## src/rtl/pit_pkg.sv

```systemverilog
package pit_pkg;

    localparam int REG_W = 16;
    localparam int PRE_W = 4;

    // Bit positions of the control/status word (decoded by software)
    localparam int B_EN   = 0;
    localparam int B_RLD  = 1;
    localparam int B_FLAG = 2;
    localparam int B_IE   = 3;
    localparam int B_OVW  = 4;
    localparam int B_DBG  = 5;
    localparam int B_DOZE = 6;
    localparam int B_PRE  = 8;

    typedef struct packed {
        logic [PRE_W-1:0] pre;
        logic             doze;
        logic             dbg;
        logic             ovw;
        logic             ie;
        logic             rld;
        logic             en;
    } ctrl_t;

    function automatic logic [REG_W-1:0] ctrl_word(ctrl_t c, logic flag);
        logic [REG_W-1:0] w;
        w                      = '0;
        w[B_EN]                = c.en;
        w[B_RLD]               = c.rld;
        w[B_FLAG]              = flag;
        w[B_IE]                = c.ie;
        w[B_OVW]               = c.ovw;
        w[B_DBG]               = c.dbg;
        w[B_DOZE]              = c.doze;
        w[B_PRE+PRE_W-1:B_PRE] = c.pre;
        return w;
    endfunction

    function automatic ctrl_t ctrl_from_word(logic [REG_W-1:0] w);
        ctrl_t c;
        c.en   = w[B_EN];
        c.rld  = w[B_RLD];
        c.ie   = w[B_IE];
        c.ovw  = w[B_OVW];
        c.dbg  = w[B_DBG];
        c.doze = w[B_DOZE];
        c.pre  = w[B_PRE+PRE_W-1:B_PRE];
        return c;
    endfunction

endpackage

```

## src/rtl/pit_prescaler.sv

```systemverilog
module pit_prescaler #(
    parameter int SEL_W = pit_pkg::PRE_W
) (
    input  logic             clk,
    input  logic             rst_n,
    input  logic             run_i,
    input  logic             restart_i,
    input  logic [SEL_W-1:0] sel_i,
    output logic             tick_o
);
    localparam int DIV_W = 2 ** SEL_W;

    typedef struct packed {
        logic [DIV_W-1:0] phase;
    } pre_state_t;

    pre_state_t st_d, st_q;
    logic [DIV_W:0]   limit_wide;
    logic [DIV_W-1:0] limit;

    // Period is 2 * 2^sel cycles: divide by two, then by the selected power
    assign limit_wide = ((DIV_W + 1)'(2) << sel_i) - (DIV_W + 1)'(1);
    assign limit      = limit_wide[DIV_W-1:0];
    assign tick_o     = run_i && !restart_i && (st_q.phase == limit);

    always_comb begin
        st_d = st_q;
        if (restart_i) begin
            st_d.phase = '0;
        end else if (run_i) begin
            if (tick_o) st_d.phase = '0;
            else        st_d.phase = st_q.phase + 1'b1;
        end
    end

    always_ff @(posedge clk or negedge rst_n) begin
        if (!rst_n) st_q <= '0;
        else        st_q <= st_d;
    end

    AST_PRE_HOLD: assert property (@(posedge clk) disable iff (!rst_n)
        (!run_i && !restart_i) |=> $stable(st_q.phase));

    AST_PRE_RESTART: assert property (@(posedge clk) disable iff (!rst_n)
        restart_i |=> (st_q.phase == '0));

endmodule

```

## src/rtl/pit_counter.sv

```systemverilog
module pit_counter #(
    parameter int DATA_W = pit_pkg::REG_W
) (
    input  logic              clk,
    input  logic              rst_n,
    input  logic              tick_i,
    input  logic              load_i,
    input  logic [DATA_W-1:0] load_val_i,
    input  logic              reload_mode_i,
    input  logic [DATA_W-1:0] modulus_i,
    output logic [DATA_W-1:0] count_o,
    output logic              wrap_o
);
    typedef struct packed {
        logic [DATA_W-1:0] count;
    } cnt_state_t;

    cnt_state_t st_d, st_q;

    assign wrap_o  = tick_i && (st_q.count == '0);
    assign count_o = st_q.count;

    always_comb begin
        st_d = st_q;
        if (load_i) begin
            st_d.count = load_val_i;
        end else if (tick_i) begin
            if (st_q.count == '0) st_d.count = reload_mode_i ? modulus_i : '1;
            else                  st_d.count = st_q.count - 1'b1;
        end
    end

    always_ff @(posedge clk or negedge rst_n) begin
        if (!rst_n) st_q <= '1;
        else        st_q <= st_d;
    end

    AST_CNT_STEP: assert property (@(posedge clk) disable iff (!rst_n)
        (tick_i && !load_i && st_q.count != '0) |=> (st_q.count == $past(st_q.count) - 1'b1));

    AST_CNT_HOLD: assert property (@(posedge clk) disable iff (!rst_n)
        (!tick_i && !load_i) |=> $stable(st_q.count));

    AST_CNT_LOAD: assert property (@(posedge clk) disable iff (!rst_n)
        load_i |=> (st_q.count == $past(load_val_i)));

    AST_CNT_FREE_WRAP: assert property (@(posedge clk) disable iff (!rst_n)
        (wrap_o && !load_i && !reload_mode_i) |=> (st_q.count == '1));

endmodule

```

## src/rtl/pit_regs.sv

```systemverilog
module pit_regs #(
    parameter int              DATA_W   = pit_pkg::REG_W,
    parameter int              ADDR_W   = 3,
    parameter logic [ADDR_W-1:0] OFS_CTRL = 3'd0,
    parameter logic [ADDR_W-1:0] OFS_MOD  = 3'd2
) (
    input  logic              clk,
    input  logic              rst_n,
    input  logic              wr_en_i,
    input  logic [ADDR_W-1:0] addr_i,
    input  logic [DATA_W-1:0] wdata_i,
    input  logic              wrap_i,
    output pit_pkg::ctrl_t    ctrl_o,
    output logic              flag_o,
    output logic [DATA_W-1:0] modulus_o,
    output logic              restart_o,
    output logic              load_o,
    output logic [DATA_W-1:0] load_val_o,
    output logic              irq_o
);
    import pit_pkg::*;

    typedef struct packed {
        ctrl_t             ctrl;
        logic              flag;
        logic [DATA_W-1:0] modulus;
    } reg_state_t;

    reg_state_t st_d, st_q;
    ctrl_t      wr_ctrl;
    logic       sel_ctrl, sel_mod, cfg_changed, start, flag_clr;

    assign sel_ctrl = wr_en_i && (addr_i == OFS_CTRL);
    assign sel_mod  = wr_en_i && (addr_i == OFS_MOD);
    assign wr_ctrl  = ctrl_from_word(wdata_i[REG_W-1:0]);

    // Interrupt-enable is excluded: toggling it must not disturb timing
    assign cfg_changed = {wr_ctrl.pre, wr_ctrl.doze, wr_ctrl.dbg, wr_ctrl.ovw, wr_ctrl.rld, wr_ctrl.en}
                      != {st_q.ctrl.pre, st_q.ctrl.doze, st_q.ctrl.dbg, st_q.ctrl.ovw,
                          st_q.ctrl.rld, st_q.ctrl.en};
    assign restart_o = sel_ctrl && cfg_changed;
    assign start     = restart_o && wr_ctrl.en && !st_q.ctrl.en;
    assign load_o    = start || (sel_mod && st_q.ctrl.ovw);
    assign load_val_o = start ? (wr_ctrl.rld ? st_q.modulus : '1) : wdata_i;
    assign flag_clr  = (sel_ctrl && wdata_i[B_FLAG]) || sel_mod;

    always_comb begin
        st_d = st_q;
        if (sel_ctrl) st_d.ctrl    = wr_ctrl;
        if (sel_mod)  st_d.modulus = wdata_i;
        if (wrap_i)        st_d.flag = 1'b1;
        else if (flag_clr) st_d.flag = 1'b0;
    end

    always_ff @(posedge clk or negedge rst_n) begin
        if (!rst_n) st_q <= '0;
        else        st_q <= st_d;
    end

    assign ctrl_o    = st_q.ctrl;
    assign flag_o    = st_q.flag;
    assign modulus_o = st_q.modulus;
    assign irq_o     = st_q.flag && st_q.ctrl.ie;

    AST_FLAG_ON_WRAP: assert property (@(posedge clk) disable iff (!rst_n)
        wrap_i |=> st_q.flag);

    AST_FLAG_ONLY_HW: assert property (@(posedge clk) disable iff (!rst_n)
        $rose(st_q.flag) |-> $past(wrap_i));

    AST_MOD_CLEARS: assert property (@(posedge clk) disable iff (!rst_n)
        (sel_mod && !wrap_i) |=> !st_q.flag);

    AST_IRQ_NEEDS_IE: assert property (@(posedge clk) disable iff (!rst_n)
        (sel_ctrl && !wdata_i[B_IE]) |=> !irq_o);

endmodule

```

## src/rtl/pit_timer.sv

```systemverilog
module pit_timer #(
    parameter int DATA_W = pit_pkg::REG_W,
    parameter int SEL_W  = pit_pkg::PRE_W,
    parameter int ADDR_W = 3
) (
    input  logic              clk,
    input  logic              rst_n,
    input  logic              wr_en,
    input  logic [ADDR_W-1:0] addr,
    input  logic [DATA_W-1:0] wr_data,
    output logic [DATA_W-1:0] rd_data,
    output logic              irq
);
    import pit_pkg::*;

    localparam logic [ADDR_W-1:0] OFS_CTRL = ADDR_W'(0);
    localparam logic [ADDR_W-1:0] OFS_MOD  = ADDR_W'(2);
    localparam logic [ADDR_W-1:0] OFS_CNT  = ADDR_W'(4);

    ctrl_t             ctrl;
    logic              flag, restart, load, tick, wrap;
    logic [DATA_W-1:0] modulus, load_val, count;

    pit_regs #(
        .DATA_W(DATA_W), .ADDR_W(ADDR_W), .OFS_CTRL(OFS_CTRL), .OFS_MOD(OFS_MOD)
    ) i_regs (
        .clk(clk), .rst_n(rst_n), .wr_en_i(wr_en), .addr_i(addr), .wdata_i(wr_data),
        .wrap_i(wrap), .ctrl_o(ctrl), .flag_o(flag), .modulus_o(modulus),
        .restart_o(restart), .load_o(load), .load_val_o(load_val), .irq_o(irq)
    );

    pit_prescaler #(.SEL_W(SEL_W)) i_pre (
        .clk(clk), .rst_n(rst_n), .run_i(ctrl.en), .restart_i(restart),
        .sel_i(ctrl.pre), .tick_o(tick)
    );

    pit_counter #(.DATA_W(DATA_W)) i_cnt (
        .clk(clk), .rst_n(rst_n), .tick_i(tick), .load_i(load), .load_val_i(load_val),
        .reload_mode_i(ctrl.rld), .modulus_i(modulus), .count_o(count), .wrap_o(wrap)
    );

    always_comb begin
        case (addr)
            OFS_CTRL: rd_data = ctrl_word(ctrl, flag);
            OFS_MOD:  rd_data = modulus;
            OFS_CNT:  rd_data = count;
            default:  rd_data = '0;
        endcase
    end

    AST_CNT_WRITE_IGNORED: assert property (@(posedge clk) disable iff (!rst_n)
        (wr_en && addr == OFS_CNT && !tick && !load) |=> $stable(count));

    AST_DISABLED_QUIET: assert property (@(posedge clk) disable iff (!rst_n)
        (!ctrl.en) |-> !wrap);

endmodule

```

## config.mk

```make
export PLATFORM = sky130hd
export DESIGN_NAME = pit_timer
export DESIGN_NICKNAME = d
export VERILOG_FILES = /design/src/rtl/pit_pkg.sv /design/src/rtl/pit_prescaler.sv /design/src/rtl/pit_counter.sv /design/src/rtl/pit_regs.sv /design/src/rtl/pit_timer.sv
export SDC_FILE = /design/constraint.sdc
export NUM_CORES = 1
export LEC_CHECK = 0
export BUFFER_PORTS_ARGS = -buffer_cell sky130_fd_sc_hd__buf_2
export CAP_MARGIN = 20
export CELL_PAD_IN_SITES_DETAIL_PLACEMENT = 0
export CELL_PAD_IN_SITES_GLOBAL_PLACEMENT = 2
export CORE_ASPECT_RATIO = 0.8
export CORE_MARGIN = 4
export CORE_UTILIZATION = 37
export DETAILED_ROUTE_END_ITERATION = 12
export GPL_TIMING_DRIVEN = 0
export PLACE_DENSITY = 0.82
export RECOVER_POWER = 25
export SLEW_MARGIN = 30
export SYNTH_ARGS = -nofsm -noshare
export SYNTH_HDL_FRONTEND = slang
export SYNTH_SLANG_ARGS = --single-unit
export TNS_END_PERCENT = 10
```

## constraint.sdc

```tcl
create_clock -name clk -period 3.5 [get_ports clk]
set_input_delay 0.525 -clock clk [delete_from_list [all_inputs] [get_ports clk]]
set_output_delay 0.525 -clock clk [all_outputs]
set_load 0.1 [all_outputs]
```

==> results of run 1 <==
## area by class of cell
class                      count  area [sq um]  area share, %
inverter                      27         101.3          2.012
clock inverter                 2         35.03         0.6955
clock buffer                  14         264.0          5.241
buffer                        38         197.7          3.924
tap                          148         185.2          3.676
multi-input combinational    397          2566          50.94
timing repair buffer          37         191.4          3.800
sequential                    59          1496          29.71
## per-layer routing
metal / GRT usage [%] / routed length (um) / vias to the layer above
met5: 0 / 0 / -
met4: 4.573 / 116 / 0
met2: 27.29 / 5515 / 111
met1: 35.14 / 7519 / 2058
li1: - / - / 1956
met3: 3.526 / 681 / 9
## stage by stage
stage | utilization (%) | std cells
2_1_floorplan | - | 521
5_1_grt | 43.74 | 722
3_3_place_gp | 40.92 | 705
3_5_place_dp | 41.12 | 706
6_report | 43.74 | 722
4_1_cts | 43.72 | 722
## path summary, 6_finish.rpt
kind | to | start | cells after the start | slack (ns)
hold / removal | i_regs.modulus_o[7]$_DFFE_PN0P_ | wr_data[7] | 3 | 0.42
max in group asynchronous | i_regs.ctrl_o[8]$_DFFE_PN0P_ | rst_n | 2 | 0.62
setup reg to reg | i_cnt.count_o[0]$_DFFE_PN1P_ | i_regs.ctrl_o[9]$_DFFE_PN0P_ | 14 | 0.15
setup / recovery | i_cnt.count_o[0]$_DFFE_PN1P_ | i_regs.ctrl_o[9]$_DFFE_PN0P_ | 14 | 0.15
hold reg to reg | i_cnt.count_o[14]$_DFFE_PN1P_ | i_cnt.count_o[14]$_DFFE_PN1P_ | 2 | 0.52
min in group asynchronous | i_pre.st_q[10]$_DFFE_PN0P_ | rst_n | 1 | 0.51
## cells by family (layout without fill, tap and decap cells)
family,after synthesis,count (layout)
xor gates and xnor gates,25,25
DFF,59,59
AOI/OAI and AO/OA,144,144
and+or+nand+nor,178,178
muxes,46,46
buffers and inverters,65,118
adders and majority gates,4,4
## state kept, by name, indices dropped and copies added (netlist names)
signal	flops
i_cnt.count_o	16
i_pre.st_q	16
i_regs.ctrl_o	10
i_regs.flag_o	1
i_regs.modulus_o	16
## power by group
part	switching, mW	internal (mW)	total (mW)
clock network	0.321	0.589	0.911
registers	0.186	0.884	1.07
logic	0.729	0.449	1.18
## Yosys cell counts, types with 3 or more instances
master and instances:
nor3_1 9, nand2_1 31, nand3_1 19, nand2b_1 4, a21o_1 5, nor3b_1 3
buf_2 11, clkbuf_1 20, o21ai_1 5, mux2_2 18, nor4_1 5, and3_1 9
and3b_1 3, nor2b_1 5, nand4_1 5, o21ai_0 31, nand3b_1 4, a22o_1 4
buf_6 3, mux2i_1 28, a21oi_1 52, dfrtp_1 43, o22ai_1 7, or3_1 4
nor2_1 59, ha_1 4, xnor2_1 18, dfstp_2 16, or4_1 3, inv_1 27
a31oi_1 14, a22oi_1 7, xor2_1 7
## tightest hold or removal path, cell delays in order
cell     delay [ns]
buf_2          0.09
nand2_1        0.04
o21ai_0        0.06
## what timing repair did
action,4_1_cts,5_1_grt
setup endpoints to repair,0,25
gates resized for setup,0,3
hold endpoints to repair,0,0
==> impl_metrics.env, run 1 <==
export IMPL_status="finished with violations"
export IMPL_violations="max-capacitance violations, max-slew violations"
export IMPL_die_x_um=129.2
export IMPL_synth_top_family_by_area="simple AND/OR/NAND/NOR gates"
export IMPL_cp_max_fo=10
export IMPL_fin_worst_skew_ns=0.01111
export IMPL_path_class="flip-flop to flip-flop"
export IMPL_ys_ff_latch=59
export IMPL_synth_edf_count=0
export IMPL_tightest_slew_ns=1.770
export IMPL_layout_nets=595
export IMPL_fmax_mhz=298.6
export IMPL_cts_tree="done"
export IMPL_wl_um=13830
export IMPL_ant_nets=0
export IMPL_synthToLayoutAreaGrowth_pct=15.86
export IMPL_drv_cap=1
export IMPL_finalCriticalPeriod_ns=3.349
export IMPL_gp_congestion=0.8573
export IMPL_syn_area_sq_mm=0.004348
export IMPL_cts_sinks=59
export IMPL_synth_distinct_cells=66
export IMPL_die_y_um=105.0
export IMPL_crit_family="simple AND/OR/NAND/NOR gates"
export IMPL_hpwl_um=10160
export IMPL_fin_area_sq_mm=0.005037
export IMPL_worst_ir_drop_vdd_v=0.0002351
export IMPL_slowest_stage="dfrtp_1"
export IMPL_synth_fp_nets=547
export IMPL_clkTransAtPathRegs_ns=0.05
export IMPL_avgRoutedWirePerCell_um=19.16
export IMPL_worstHoldPathType="input port to flip-flop"
export IMPL_cp_required_ns=3.73
export IMPL_setup_violations=0
export IMPL_yosysSeqAreaShare_pct=34.42
export IMPL_viasPerCell=5.726
export IMPL_muxShareOfSynthArea_pct=11.11
export IMPL_grt_setup_unrepaired="no"
export IMPL_layout_commonest_cell="nor2_1"
export IMPL_drc=0
export IMPL_cts_buffer_depth=2
export IMPL_num_rows=35
export IMPL_fillCellCount=1163
export IMPL_yosys_area_top_type="dfrtp_1"
export IMPL_grt_pass1_wl_um=22200
export IMPL_p_leak_nw=2.225
export IMPL_total_power_mw=3.159
export IMPL_syn_avg_cell_area_sq_um=8.345
export IMPL_yosys_most_used_dff="dfrtp_1"
export IMPL_synth_top_area_share_pct=24.75
export IMPL_worstPathBufferInverterCount=4
export IMPL_initial_utilization_pct=37.75
export IMPL_finalCritPeriodShare_pct=95.69
export IMPL_n_antenna_cell=0
export IMPL_holdBufCountCts=0
export IMPL_p_per_area_mw_per_mm2=627.2
export IMPL_firstDrtPassIters=5
export IMPL_first_global_vias=3892
export IMPL_synthAdderAreaFrac_pct=1.151
export IMPL_cts_root_buf="clkbuf_16"
export IMPL_place_area_sq_mm=0.004736
export IMPL_design_core_area_sq_mm=0.01152
export IMPL_post_place_ws_ns=0.04723
export IMPL_ys_top_cells_by_area="dfrtp_1 25%, dfstp_2 9.7%, mux2i_1 6.4%"
export IMPL_path_cells="buf_2 > buf_6 > nor3_1 > nand2_1 > ha_1 > buf_2 > nor4bb_1 > a21oi_1 > or3_1 > a31oi_2 > nand4b_4 > buf_4 > mux2i_1 > a21oi_1"
export IMPL_slew_headroom_pct=-18.18
export IMPL_cts_buffers=9
export IMPL_mostFrequentLayoutCells="59 x nor2_1, 52 x a21oi_1, 46 x buf_2"
export IMPL_yosys_area_share_simple_pct=21.73
export IMPL_post_cts_setup_buffers=0
export IMPL_ctsHtreeMaxLevel=3
export IMPL_grt_overflow_total=0
export IMPL_pin_count=39
export IMPL_start_kind="flip-flop"
export IMPL_vias=4134
export IMPL_die_area_sq_mm=0.01356
export IMPL_drtIter0Drc=336
export IMPL_drive_above_1_share_pct=19.69
export IMPL_synth_xor_area_share_pct=5.036
export IMPL_finalMaxSlewViolations=37
export IMPL_grt_use_total_pct=21.01
export IMPL_io_buffers=36
export IMPL_synth_compound_area_share_pct=19.68
export IMPL_antenna_found_initial=0
export IMPL_clk_latency_ns=0.33
export IMPL_grt_max_degree=37
export IMPL_setup_ws_ns=0.1509
export IMPL_cpPeakStageDelay_ns=0.35
export IMPL_arrival_ns=3.58
export IMPL_end_kind="flip-flop"
export IMPL_holdWs_ns=0.4189
export IMPL_hold_viol=0
export IMPL_finalSetupTns_ns=0
export IMPL_yosys_warnings=0
export IMPL_synthArstFlopShare_pct=100.0
export IMPL_syn_inst=521
(Power assumes the default switching activity.)
==> run 2: changes to the inputs <==
--- a/config.mk
+++ b/config.mk
@@ -10,12 +10,13 @@
 export CELL_PAD_IN_SITES_DETAIL_PLACEMENT = 0
 export CELL_PAD_IN_SITES_GLOBAL_PLACEMENT = 2
 export CORE_ASPECT_RATIO = 0.8
-export CORE_MARGIN = 4
+export CORE_MARGIN = 2
 export CORE_UTILIZATION = 37
 export DETAILED_ROUTE_END_ITERATION = 12
 export GPL_TIMING_DRIVEN = 0
 export PLACE_DENSITY = 0.82
 export RECOVER_POWER = 25
+export SKIP_CTS_REPAIR_TIMING = 1
 export SLEW_MARGIN = 30
 export SYNTH_ARGS = -nofsm -noshare
 export SYNTH_HDL_FRONTEND = slang
==> run 2 against run 1 <==
Against the previous run:
- the run still ends with max-capacitance violations, max-slew violations left
- sequential power is essentially flat
- register-to-register slack gained 0.08 ns
- clock power grew 9.1%
- flip-flop and latch count is the same
- critical path depth shrank 1
- via count shrank 0.34%
- cell area grew 1.3%
- die area shrank 6.8%
- core utilization grew 0.74 points
- hold slack gained 0.0053 ns
- setup slack gained 0.083 ns
- global-route usage grew 2.0 points
- critical path type unchanged
==> impl_metrics.env, run 2 (synthesized netlist as in run 1, its figures left out) <==
export IMPL_status="finished with violations"
export IMPL_violations="max-capacitance violations, max-slew violations"
export IMPL_fmax_mhz=306.1
export IMPL_design_core_area_sq_mm=0.01147
export IMPL_arrival_ns=3.53
export IMPL_layout_commonest_cell="nor2_1"
export IMPL_setup_violations=0
export IMPL_avgRoutedWirePerCell_um=19.47
export IMPL_cts_buffers=9
export IMPL_io_buffers=36
export IMPL_firstDrtPassIters=5
export IMPL_finalCriticalPeriod_ns=3.266
export IMPL_ant_nets=0
export IMPL_layout_nets=600
export IMPL_synthToLayoutAreaGrowth_pct=17.38
export IMPL_grt_max_degree=33
export IMPL_p_per_area_mw_per_mm2=636.1
export IMPL_cts_buffer_depth=2
export IMPL_wl_um=14150
export IMPL_switchingPower_mw=1.255
export IMPL_clkTransAtPathRegs_ns=0.06
export IMPL_drv_cap=2
export IMPL_grt_use_total_pct=23.00
export IMPL_antenna_found_initial=0
export IMPL_tightest_slew_ns=1.635
export IMPL_cts_tree="done"
export IMPL_path_class="flip-flop to flip-flop"
export IMPL_fin_worst_skew_ns=0.006641
export IMPL_hpwl_um=10120
export IMPL_cp_max_fo=10
export IMPL_reg2reg_setup_slack_ns=0.23
export IMPL_drive_above_1_share_pct=20.90
export IMPL_hold_viol=0
export IMPL_die_area_sq_mm=0.01264
export IMPL_path_cells="buf_2 > buf_6 > nor2_1 > nand2_1 > ha_1 > buf_2 > or3_1 > a21oi_1 > o21ai_0 > a22oi_2 > nand4b_4 > nand2_2 > mux2_2"
export IMPL_end_kind="flip-flop"
export IMPL_swShare_pct=38.65
export IMPL_initial_utilization_pct=37.90
export IMPL_drc=0
export IMPL_p_comb_share_pct=36.5
export IMPL_ctsHtreeMaxLevel=3
export IMPL_pin_count=39
export IMPL_drtIter0Drc=305
export IMPL_cp_required_ns=3.76
export IMPL_mostFrequentLayoutCells="59 x nor2_1, 52 x a21oi_1, 46 x buf_2"
export IMPL_p_leak_nw=2.264
export IMPL_crit_family="simple AND/OR/NAND/NOR gates"
export IMPL_cts_root_buf="clkbuf_16"
export IMPL_slowest_stage="or3_1"
export IMPL_die_y_um=101.0
export IMPL_n_antenna_cell=0
export IMPL_p_int_mw=1.992
export IMPL_num_rows=35
export IMPL_setup_ws_ns=0.2336
export IMPL_first_global_vias=3888
export IMPL_pwr_share_seq_pct=32.9
export IMPL_cpPeakStageDelay_ns=0.36
export IMPL_die_x_um=125.2
export IMPL_viasPerCell=5.667
export IMPL_worstPathBufferInverterCount=3
export IMPL_grt_overflow_total=0
export IMPL_finalSetupTns_ns=0
export IMPL_grt_pass1_wl_um=22520
export IMPL_post_place_ws_ns=-0.007633
export IMPL_clk_latency_ns=0.34
export IMPL_timing_critical_path_mode_cell="buf_2"
export IMPL_finalMaxSlewViolations=62
export IMPL_p_clk_share_pct=30.6
export IMPL_worst_ir_drop_vdd_v=0.0002676
export IMPL_cts_sinks=59
export IMPL_vias=4120
export IMPL_finalCritPeriodShare_pct=93.33
export IMPL_slew_headroom_pct=-8.979
export IMPL_worstHoldPathType="input port to flip-flop"
export IMPL_start_kind="flip-flop"
export IMPL_gp_congestion=0.8207
[run 2: worst reg2reg max path, delay by kind of cell, from the launching register on]
family | cells | cell delay [ns]
DFF | 1 | 0.35
muxes | 1 | 0.36
adders and majority gates | 1 | 0.20
buffers and inverters | 3 | 0.55
and+or+nand+nor | 5 | 1.15
AOI/OAI and AO/OA | 3 | 0.59
[run 2: path summary, 6_finish.rpt]
kind | start | end | cells past startpoint
worst min register to register | i_regs.ctrl_o[2]$_DFFE_PN0P_ | i_regs.ctrl_o[2]$_DFFE_PN0P_ | 1
worst max register to register | i_regs.ctrl_o[9]$_DFFE_PN0P_ | i_cnt.count_o[15]$_DFFE_PN1P_ | 13
min in group asynchronous | rst_n | i_pre.st_q[8]$_DFFE_PN0P_ | 1
worst min-delay path | wr_data[7] | i_regs.modulus_o[7]$_DFFE_PN0P_ | 3
worst max-delay path | i_regs.ctrl_o[9]$_DFFE_PN0P_ | i_cnt.count_o[15]$_DFFE_PN1P_ | 13
max in group asynchronous | rst_n | i_regs.modulus_o[4]$_DFFE_PN0P_ | 2
[run 2: routing by layer]
metal | vias to the layer above | routed length (um) | global-route usage [%]
li1 | 1967 | - | -
met4 | 0 | 167 | 5.812
met3 | 15 | 852 | 3.928
met1 | 2015 | 7525 | 36.35
met2 | 123 | 5607 | 31.94
met5 | - | 0 | 0
[run 2: through the flow]
| stage | cell area, sq um | util, % | power [mW] | std cells | hold slack [ns] |
|---|---|---|---|---|---|
| after CTS | 5064 | 44.13 | 3.243 | 722 | 0.1327 |
| final | 5104 | 44.48 | 3.246 | 727 | 0.4243 |
| after global placement | 4713 | 41.08 | 2.218 | 705 | 0.5083 |
| after detailed placement | 4736 | 41.28 | 2.245 | 706 | 0.4859 |
| after floorplan | 4348 | - | 1.939 | 521 | 0.2294 |
| after global routing | 5104 | 44.48 | 3.436 | 727 | 0.4457 |
[run 2: power groups by stage]
stage / clock network (mW) / logic, mW / registers [mW]
3_5_place_dp: 0 / 1.17 / 1.07
3_3_place_gp: 0 / 1.15 / 1.07
6_report: 0.994 / 1.19 / 1.07
2_1_floorplan: 0 / 0.922 / 1.02
4_1_cts: 1.01 / 1.17 / 1.06
5_1_grt: 1.03 / 1.31 / 1.09
[run 2: area by class of cell]
| cell class | instances | area [sq um] |
|---|---|---|
| clock buffer | 11 | 252.7 |
| inverter | 27 | 101.3 |
| sequential | 59 | 1496 |
| fill | 1170 | 6370 |
| clock inverter | 5 | 75.07 |
| timing repair buffer | 42 | 229.0 |
| buffer | 38 | 197.7 |
| tap | 148 | 185.2 |
| multi-input combinational | 397 | 2566 |
